===== config.mk =====
export PLATFORM = sky130hd
export DESIGN_NAME = counterflow_flush_ctl
export DESIGN_NICKNAME = d
export VERILOG_FILES = /design/src/rtl/cf_flush_pkg.sv /design/src/rtl/cf_err_filter.sv /design/src/rtl/cf_pc_pick.sv /design/src/rtl/cf_token_regs.sv /design/src/rtl/counterflow_flush_ctl.sv
export SDC_FILE = /design/constraint.sdc
export NUM_CORES = 1
export LEC_CHECK = 0
export BUFFER_PORTS_ARGS = -buffer_cell sky130_fd_sc_hd__buf_2
export CAP_MARGIN = 20
export CORE_MARGIN = 3
export CORE_UTILIZATION = 45
export CTS_CLUSTER_SIZE = 20
export DETAILED_ROUTE_END_ITERATION = 7
export PLACE_DENSITY = 0.86
export SYNTH_ARGS = -nofsm -noshare
export SYNTH_HDL_FRONTEND = slang
export SYNTH_SLANG_ARGS = --single-unit

===== constraint.sdc =====
create_clock -name clk -period 2.45 [get_ports clk]
set_input_delay 0.3675 -clock clk [delete_from_list [all_inputs] [get_ports clk]]
set_output_delay 0.3675 -clock clk [all_outputs]
set_load 0.01 [all_outputs]

===== src/rtl/cf_flush_pkg.sv =====
`timescale 1ns/1ps
package cf_flush_pkg;
  typedef enum logic [1:0] {
    CAUSE_NONE  = 2'd0,
    CAUSE_FAULT = 2'd1,
    CAUSE_PANIC = 2'd2
  } cause_e;
endpackage


===== src/rtl/cf_err_filter.sv =====
`timescale 1ns/1ps
// Accepts the oldest fault that is not already covered by a token in flight.
module cf_err_filter #(
  parameter int NERR = 4
) (
  input  logic [NERR-1:0] err,
  input  logic [NERR-1:0] tok,
  input  logic            pan_q,
  output logic [NERR-1:0] sel
);
  always_comb begin
    logic blk;
    logic hit;
    blk = pan_q;
    hit = 1'b0;
    sel = '0;
    for (int j = NERR-1; j >= 0; j--) begin
      blk = blk | tok[j];
      if (err[j] && !blk && !hit) begin
        sel[j] = 1'b1;
        hit    = 1'b1;
      end
    end
  end
endmodule


===== src/rtl/cf_pc_pick.sv =====
`timescale 1ns/1ps
// AND-OR multiplexer selecting the PC of the accepted stage.
module cf_pc_pick #(
  parameter int NERR = 4,
  parameter int PCW  = 32
) (
  input  logic [NERR-1:0]     sel,
  input  logic [NERR*PCW-1:0] pcs,
  output logic [PCW-1:0]      pc_out
);
  logic [PCW-1:0] term [NERR];

  genvar g;
  generate
    for (g = 0; g < NERR; g++) begin : g_term
      assign term[g] = {PCW{sel[g]}} & pcs[g*PCW +: PCW];
    end
  endgenerate

  always_comb begin
    pc_out = '0;
    for (int j = 0; j < NERR; j++) pc_out = pc_out | term[j];
  end
endmodule


===== src/rtl/cf_token_regs.sv =====
`timescale 1ns/1ps
// Token, bubble, panic and restart-PC registers with their next-state logic.
module cf_token_regs
  import cf_flush_pkg::*;
#(
  parameter int NERR = 4,
  parameter int PCW  = 32
) (
  input  logic            clk,
  input  logic            rst_n,
  input  logic            panic,
  input  logic [NERR-1:0] sel,
  input  logic [PCW-1:0]  sel_pc,
  input  logic [PCW-1:0]  mem_pc,
  output logic [NERR-1:0] tok_q,
  output logic [NERR-1:0] bub_q,
  output logic            pan_q,
  output logic [PCW-1:0]  rpc_q
);
  cause_e          cause;
  logic [NERR-1:0] tok_d;
  logic [NERR-1:0] bub_d;
  logic            pan_d;
  logic            rpc_en;
  logic [PCW-1:0]  rpc_d;

  always_comb begin
    if (panic)     cause = CAUSE_PANIC;
    else if (|sel) cause = CAUSE_FAULT;
    else           cause = CAUSE_NONE;
    case (cause)
      CAUSE_PANIC: begin
        tok_d = '0; bub_d = '0; pan_d = 1'b1; rpc_en = 1'b1; rpc_d = mem_pc;
      end
      CAUSE_FAULT: begin
        tok_d = sel; bub_d = sel; pan_d = 1'b0; rpc_en = 1'b1; rpc_d = sel_pc;
      end
      default: begin
        tok_d = tok_q >> 1; bub_d = '0; pan_d = 1'b0; rpc_en = 1'b0; rpc_d = rpc_q;
      end
    endcase
  end

  always_ff @(posedge clk or negedge rst_n) begin
    if (!rst_n) begin
      tok_q <= '0;
      bub_q <= '0;
      pan_q <= 1'b0;
      rpc_q <= '0;
    end else begin
      tok_q <= tok_d;
      bub_q <= bub_d;
      pan_q <= pan_d;
      if (rpc_en) rpc_q <= rpc_d;
    end
  end

  // the winning fault is the only one bubbled
  assert_bubble_single_R7: assert property (@(posedge clk) disable iff (!rst_n)
    $onehot0(bub_q));
  // a single token travels at a time
  assert_token_single_R3: assert property (@(posedge clk) disable iff (!rst_n)
    $onehot0(tok_q));
endmodule


===== src/rtl/counterflow_flush_ctl.sv =====
`timescale 1ns/1ps
module counterflow_flush_ctl #(
  parameter int NSTG = 5,
  parameter int PCW  = 32
) (
  input  logic                     clk,
  input  logic                     rst_n,
  input  logic [NSTG-2:0]          stage_err,
  input  logic [(NSTG-1)*PCW-1:0]  stage_pc,
  input  logic                     panic,
  output logic [NSTG-2:0]          bubble,
  output logic [NSTG-1:0]          flush,
  output logic                     pc_restart,
  output logic [PCW-1:0]           restart_pc
);
  localparam int NERR  = NSTG - 1;
  localparam int MEMIX = NSTG - 2;

  logic [1:0]      rs_q;
  logic            rst_sync_n;
  logic [NERR-1:0] sel;
  logic [NERR-1:0] tok_q;
  logic [NERR-1:0] bub_q;
  logic            pan_q;
  logic [PCW-1:0]  sel_pc;
  logic [PCW-1:0]  rpc_q;

  always_ff @(posedge clk or negedge rst_n) begin
    if (!rst_n) rs_q <= 2'b00;
    else        rs_q <= {rs_q[0], 1'b1};
  end
  assign rst_sync_n = rs_q[1];

  cf_err_filter #(.NERR(NERR)) u_filter (
    .err   (stage_err),
    .tok   (tok_q),
    .pan_q (pan_q),
    .sel   (sel)
  );

  cf_pc_pick #(.NERR(NERR), .PCW(PCW)) u_pick (
    .sel    (sel),
    .pcs    (stage_pc),
    .pc_out (sel_pc)
  );

  cf_token_regs #(.NERR(NERR), .PCW(PCW)) u_regs (
    .clk    (clk),
    .rst_n  (rst_sync_n),
    .panic  (panic),
    .sel    (sel),
    .sel_pc (sel_pc),
    .mem_pc (stage_pc[MEMIX*PCW +: PCW]),
    .tok_q  (tok_q),
    .bub_q  (bub_q),
    .pan_q  (pan_q),
    .rpc_q  (rpc_q)
  );

  assign bubble           = bub_q;
  assign flush[NERR-1:0]  = tok_q | {NERR{pan_q}};
  assign flush[NSTG-1]    = pan_q;
  assign pc_restart       = tok_q[0] | pan_q;
  assign restart_pc       = rpc_q;

  // redirect only together with a fetch flush
  assert_restart_flush_R4: assert property (@(posedge clk) disable iff (!rst_sync_n)
    pc_restart |-> flush[0]);
  // one flush bit outside a panic
  assert_single_flush_R3: assert property (@(posedge clk) disable iff (!rst_sync_n)
    !flush[NSTG-1] |-> $onehot0(flush));
  // panic empties everything next cycle
  assert_panic_all_R8: assert property (@(posedge clk) disable iff (!rst_sync_n)
    panic |=> ((&flush) && pc_restart && (bubble == '0)));
  assert_panic_pc_R8: assert property (@(posedge clk) disable iff (!rst_sync_n)
    panic |=> (restart_pc == $past(stage_pc[MEMIX*PCW +: PCW])));

  genvar g;
  generate
    for (g = 0; g < NERR; g++) begin : g_chk
      localparam logic [NERR-1:0] ABOVE = ~((NERR'(1) << (g + 1)) - NERR'(1));
      localparam logic [NSTG-1:0] ATUP  = ~((NSTG'(1) << g) - NSTG'(1));
      // a fault not covered by a token at or above it is accepted
      assert_accept_R2: assert property (@(posedge clk) disable iff (!rst_sync_n)
        (stage_err[g] && !panic && ((stage_err & ABOVE) == '0) && ((flush & ATUP) == '0))
        |=> ((bubble == (NERR'(1) << g)) && (flush == (NSTG'(1) << g))
             && (restart_pc == $past(stage_pc[g*PCW +: PCW]))));
      // a fault behind the token leaves no trace
      assert_ignore_R5: assert property (@(posedge clk) disable iff (!rst_sync_n)
        ((stage_err == (NERR'(1) << g)) && !panic && ((flush & ATUP) != '0))
        |=> ((bubble == '0) && $stable(restart_pc)));
      if (g >= 1) begin : g_walk
        // token steps one stage toward fetch per cycle
        assert_token_walk_R3: assert property (@(posedge clk) disable iff (!rst_sync_n)
          (flush[g] && !flush[NSTG-1] && !panic && ((stage_err & ABOVE) == '0))
          |=> (flush == (NSTG'(1) << (g - 1))));
      end
    end
  endgenerate
endmodule


Word level (Yosys, flattened, before mapping)
Cells that the tools add are included.
{"block": "totals", "reg_bits": 43, "out_inout_bits": 42, "elab_cells": 51}
{"block": "classes", "eq_ne": 2, "muxes": 13, "bitwise": 13, "reduce_logical": 18}
{"cell": "32-bit AND", "count": 4}
{"cell": "32-bit bitwise OR", "count": 3}
{"cell": "32-bit one-hot mux with 2 select lines", "count": 1}
{"cell": "1-bit 2-to-1 mux", "count": 9}
{"cell": "4-bit one-hot mux with 2 select lines", "count": 1}
{"cell": "1-bit logical AND", "count": 7}
{"cell": "1-bit zero test", "count": 7}
{"cell": "1-bit bitwise OR", "count": 5}
{"cell": "4-bit 2-to-1 mux", "count": 1}
{"cell": "4-bit bitwise OR", "count": 1}
{"cell": "4-bit OR reduction", "count": 1}
{"cell": "2-bit by 1-bit equality test with 1-bit output, second input constant", "count": 1}
{"cell": "2-bit equality test, second input constant", "count": 1}
{"cell": "2-bit 2-to-1 mux", "count": 1}
{"cell": "2-bit AND reduction", "count": 1}
{"cell": "2-bit nonzero test", "count": 1}
{"cell": "2-bit OR reduction", "count": 1}

Longest topological paths before layout
{"block": "depth", "word_depth": 20, "ltp_mapped": 7}

Hierarchy
From an unflattened synthesis, not the netlist that was laid out.
{"block": "unflattened", "hier_cells": 252, "hier_area_um2": 2537.4}
{"mod": "cf_token_regs", "instances": 1, "cells_per_inst": 128, "area_per_inst_um2": 1701.6, "seq_area_each_um2": 1001.0}
{"mod": "cf_pc_pick", "instances": 1, "cells_per_inst": 108, "area_per_inst_um2": 679.4, "seq_area_each_um2": 0.0}
{"mod": "counterflow_flush_ctl", "instances": 1, "cells_per_inst": 9, "area_per_inst_um2": 93.8, "seq_area_each_um2": 50.0}
{"mod": "cf_err_filter", "instances": 1, "cells_per_inst": 7, "area_per_inst_um2": 62.6, "seq_area_each_um2": 0.0}

Worst setup path before layout
No wires, ideal clock.
{"block": "synth_timing", "kind": "reg-to-reg", "from": "register u_regs.tok_q[2]", "to": "register u_regs.rpc_q[12]", "arrival_time_ns": 1.588, "slack_ns": 0.736, "path_stages_with_launch": 7, "n_path_buf": 2, "synth_period_minus_slack_ns": 1.714, "cell_sequence": "dfrtp_1 nor4_4 o21ai_2 nor2b_4 buf_6 buf_8 a221o_1"}
{"block": "synth_between", "elab_chain_len": 18, "elab_cells_between_ends": 35, "classes_between": "2 x eq/ne; 9 x mux; 9 x bitwise; 15 x reduce/logical"}
{"element": "start: declaration", "line": "cf_token_regs.sv:15", "text": "output logic [NERR-1:0] tok_q,"}
{"element": "start signal: assignment", "line": "cf_token_regs.sv:51", "text": "tok_q <= tok_d;"}
{"element": "1-bit bitwise OR (*)", "line": "cf_err_filter.sv:18", "text": "blk = blk | tok[j];"}
{"element": "1-bit zero test", "line": "cf_err_filter.sv:19", "text": "if (err[j] && !blk && !hit) begin"}
{"element": "1-bit logical AND (2 in series)", "line": "cf_err_filter.sv:19"}
{"element": "1-bit 2-to-1 mux", "line": "cf_err_filter.sv:19"}
{"element": "1-bit zero test", "line": "cf_err_filter.sv:19"}
{"element": "1-bit logical AND", "line": "cf_err_filter.sv:19"}
{"element": "1-bit 2-to-1 mux", "line": "cf_err_filter.sv:19"}
{"element": "1-bit zero test", "line": "cf_err_filter.sv:19"}
{"element": "1-bit logical AND", "line": "cf_err_filter.sv:19"}
{"element": "1-bit 2-to-1 mux", "line": "cf_err_filter.sv:19"}
{"element": "4-bit OR reduction", "line": "cf_token_regs.sv:29", "text": "else if (|sel) cause = CAUSE_FAULT;"}
{"element": "1-bit 2-to-1 mux", "line": "cf_token_regs.sv:29"}
{"element": "2-bit 2-to-1 mux", "line": "cf_token_regs.sv:28", "text": "if (panic) cause = CAUSE_PANIC;"}
{"element": "2-bit equality test / 2-bit by 1-bit equality test with 1-bit output (equally long branches)", "line": "cf_token_regs.sv:31", "text": "case (cause)"}
{"element": "2-bit OR reduction (no line)"}
{"element": "1-bit 2-to-1 mux", "line": "cf_token_regs.sv:31"}
{"element": "2-bit AND reduction (no line)"}
{"element": "end signal: assignment", "line": "cf_token_regs.sv:54", "text": "if (rpc_en) rpc_q <= rpc_d;"}
{"element": "end: declaration", "line": "cf_token_regs.sv:18", "text": "output logic [PCW-1:0] rpc_q"}
Every way passes the cells marked *; elsewhere a longest branch is shown, timed or not.
A chain may end at the register's enable or synchronous reset.

Final worst setup path
{"block": "layout_timing", "from": "register u_regs.pan_q", "to": "register u_regs.rpc_q[23]"}
{"block": "layout_between", "elab_chain_len": 20, "elab_cells_between_ends": 41, "classes_between": "2 x eq/ne; 10 x mux; 11 x bitwise; 18 x reduce/logical"}
{"element": "start: declaration", "line": "cf_token_regs.sv:17", "text": "output logic pan_q,"}
{"element": "start signal: assignment", "line": "cf_token_regs.sv:53", "text": "pan_q <= pan_d;"}
{"element": "1-bit bitwise OR (*)", "line": "cf_err_filter.sv:18"}
{"element": "1-bit zero test", "line": "cf_err_filter.sv:19"}
{"element": "1-bit logical AND", "line": "cf_err_filter.sv:19"}
{"element": "1-bit 2-to-1 mux", "line": "cf_err_filter.sv:19"}
{"element": "1-bit zero test", "line": "cf_err_filter.sv:19"}
{"element": "1-bit logical AND", "line": "cf_err_filter.sv:19"}
{"element": "1-bit 2-to-1 mux", "line": "cf_err_filter.sv:19"}
{"element": "1-bit zero test", "line": "cf_err_filter.sv:19"}
{"element": "[4 not listed]"}
{"element": "1-bit 2-to-1 mux", "line": "cf_err_filter.sv:19"}
{"element": "4-bit OR reduction", "line": "cf_token_regs.sv:29"}
{"element": "1-bit 2-to-1 mux", "line": "cf_token_regs.sv:29"}
{"element": "2-bit 2-to-1 mux", "line": "cf_token_regs.sv:28"}
{"element": "2-bit equality test / 2-bit by 1-bit equality test with 1-bit output (equally long branches)", "line": "cf_token_regs.sv:31"}
{"element": "2-bit OR reduction (no line)"}
{"element": "1-bit 2-to-1 mux", "line": "cf_token_regs.sv:31"}
{"element": "2-bit AND reduction (no line)"}
Marked as above.

==> metrics.txt <==
final clock skew 0.0110 ns; ANT cells 0; non-filler instance count after layout 470; count of final hold-check violations 0; final net count 532; # fillers 476; top cells by instance count after synthesis sky130_fd_sc_hd__dfrtp_1 (42), sky130_fd_sc_hd__a221o_1 (32), sky130_fd_sc_hd__a22oi_1 (32), sky130_fd_sc_hd__o2bb2ai_1 (32), sky130_fd_sc_hd__and2_2 (27); per-cell routed wire length 16.5 µm; total non-filler cell area in the finished layout 0.00355 mm²; design internal power 1420 µW; latest clock arrival within the worst-skew pair 0.29 ns; fin worst setup slack 0.577 ns; CP Launch Type flip-flop; Crit-path slowest cell sky130_fd_sc_hd__a21o_1; number of routed nets with antenna violations 0; area of placed instances 0.00341 mm²; area of the die 0.00674 mm²; post-synthesis to final-layout area growth 36.5%; cell family contributing the most delay on the critical path compound AO/OA/AOI/OAI gates; Highest Clock Rate 0.534 GHz; number of clock sinks seen by CTS 42; overall die height 82.1 µm; clock tree buffer depth 2; netlist area before placement 0.00260 mm²; Top Ports 177; number of antenna violations at the first check in global routing 0; Setup-failing EPs final 0; Buffers & Inverters on Critical Path 0; LEAKAGE 0.00177 µW; Cells after Synth 232; accumulated negative setup slack 0 ns; proportion of power drawn by combinational gates 25.0%; final-report max-slew violation count 0; number of clock buffers inserted by TritonCTS 5; share of post-route cells with drive strength above 1 58.8%; count of H-tree levels built during CTS 2; required time reported for the critical path endpoint 2.67 ns; area share of the leading cell type in the synthesized netlist 40.3%; floorplan row count 27; number of synthesized flops with an enable pin 0; IO Port Bufs 176; met1 layer usage reported by global route 25.9%; most common flop cell mapped by yosys sky130_fd_sc_hd__dfrtp_1; GRT busiest layer met2; leading cell type by number of instances after synthesis sky130_fd_sc_hd__dfrtp_1; CP Class flip-flop to flip-flop; setup repair after global routing missed its margin no; count of TritonRoute iterations in the first routing pass 5; clock tree from TritonCTS done; Worst Max-Slew Pin Slew 0.858 ns; footprint of the multi-input gates 0.00131 mm²; clk slew on worst S/H paths 0.09 ns; sequential standard cell area 0.00105 mm²; net load switching power 521 µW; type of destination of the critical path flip-flop; IR drop worst, VDD 284 µV; per-cell via count in the routed design 5.55; aggregate routed wire length 7.77 mm; Die Span X 82.1 µm; grt total ovfl 0; Post-DP HPWL 5.97 mm; core area 0.00554 mm²; classification of the worst-slack hold path input port to flip-flop; synthesized area per cell 11.2 µm²; iteration-0 DRC count of the detailed router 122; maximum number of pins on one net before global-route repair 41; min cycle time layout 1.87 ns; sequence of cells on the critical path nor2_1 > a21o_1 > and2_2 > a221o_1; Starting Density 47.0%; via count 2608; switching power share of the total 26.8%; worst-case register-to-register setup slack 0.58 ns; data arrival time of the worst path 2.09 ns; number of synthesized register bits 42; remaining design rule violation count 0; Max Cap Violations 0; Clock power frac 33.1%; wire length of the first global-routing pass 11.4 mm; area leader, netlist sky130_fd_sc_hd__dfrtp_1; proportion of power drawn by flip-flops and latches 41.9%; ratio of final minimum period to clock period 76.4%; run status finished, final reports clean; met2 usage 41.4%; portion of the post-synthesis area used by sequential elements 40.3%; maximum fanout count along the critical path 32; largest stage delay on the critical path 0.67 ns; warning count from the yosys run 0; number of instances in the placed design 461; post-cts resize count 0; Distinct cells, synth 33; cell types with the largest area share after synthesis sky130_fd_sc_hd__dfrtp_1 (40%), sky130_fd_sc_hd__a221o_1 (12%), sky130_fd_sc_hd__o2bb2ai_1 (11%), sky130_fd_sc_hd__a22oi_1 (9.2%), sky130_fd_sc_hd__and2_2 (7.8%); overall global routing resource usage 22.1%; Max-slew headroom 42.8%; met3 track demand over resource 3.62%; vias in the first global route 2456; Power Dens Cells 547 mW/mm²; fraction of registers with async set/reset 100%; Placer Congestion 0.810; master cell of the clock root buffer sky130_fd_sc_hd__clkbuf_8; Worst Setup Slack post-DPL 0.469 ns; net count of the mapped netlist 367
-- placed cells by master (no fill, tap or decap), types with 5 or more instances in the layout --
| cell | count |
|---|---|
| sky130_fd_sc_hd__dfrtp_1 | 41 |
| sky130_fd_sc_hd__buf_2 | 176 |
| sky130_fd_sc_hd__o2bb2ai_1 | 32 |
| sky130_fd_sc_hd__clkbuf_8 | 5 |
| sky130_fd_sc_hd__buf_4 | 9 |
| sky130_fd_sc_hd__and2_1 | 6 |
| sky130_fd_sc_hd__a22oi_1 | 32 |
| sky130_fd_sc_hd__nor2_1 | 8 |
| sky130_fd_sc_hd__and2_2 | 27 |
| sky130_fd_sc_hd__a221o_1 | 32 |
-- flip-flops by register name, summed over array words and instances, names as in the netlist --
name	cells
rs_q	2
u_regs.pan_q	1
u_regs.tok_q	3
u_regs.rpc_q	32
u_regs.bub_q	4
-- metal layers --
| metal | part of all wire (%) | up-vias |
|---|---|---|
| li1 | - | 1236 |
| met4 | 0.71 | 0 |
| met2 | 52 | 115 |
| met1 | 40 | 1249 |
| met3 | 7.4 | 8 |
| met5 | 0 | - |
-- power by group through the flow --
stage / sequential [µW] / clock [µW] / combinational, µW
CTS: 817 / 663 / 490
detailed placement: 828 / 0 / 488
finish: 815 / 644 / 485
global placement: 827 / 0 / 470
floorplan: 850 / 0 / 262
global route: 828 / 694 / 532
-- cell families after synthesis --
logic type	count (synthesis)	synth area share, %
AOI/OAI and AO/OA	103	34.8
and+or+nand+nor	56	15.0
other	1	0.144
buffers and inverters	30	9.65
DFF	42	40.3
-- timing repair --
item | in CTS | in global routing
buffers inserted | 0 | 0
hold buffers | 1 | 0
endpoints found under the hold margin | 2 | 0
-- path summary, 6_finish.rpt --
check / start / to / depth (start not counted)
min in group asynchronous: rs_q[1] / u_regs.rpc_q[3] / 0
worst min-delay path: panic / u_regs.pan_q / 1
worst max register to register: u_regs.pan_q / u_regs.rpc_q[23] / 4
max in group asynchronous: rs_q[1] / u_regs.rpc_q[4] / 0
worst min register to register: rs_q[0] / rs_q[1] / 0
worst max-delay path: u_regs.pan_q / u_regs.rpc_q[23] / 4
-- through the flow --
stage | power [µW] | util [%] | hold WS (ns)
2_1_floorplan | 1110 | - | 0.0719
3_3_place_gp | 1300 | 61.5 | 0.153
3_5_place_dp | 1320 | 61.5 | 0.155
4_1_cts | 1970 | 64.2 | 0.256
5_1_grt | 2050 | 64.2 | 0.252
6_report | 1940 | 64.2 | 0.266
-- final cells by class --
cell class / count / area share [%]
Multi-Input combinational cell: 160 / 36.8
Clock inverter: 3 / 1.94
Timing Repair Buffer: 186 / 27.0
Sequential cell: 42 / 29.6
Inverter: 2 / 0.211
Tap cell: 72 / 2.53
Clock buffer: 5 / 1.94
Note: power is estimated with default switching activity, not from simulation.
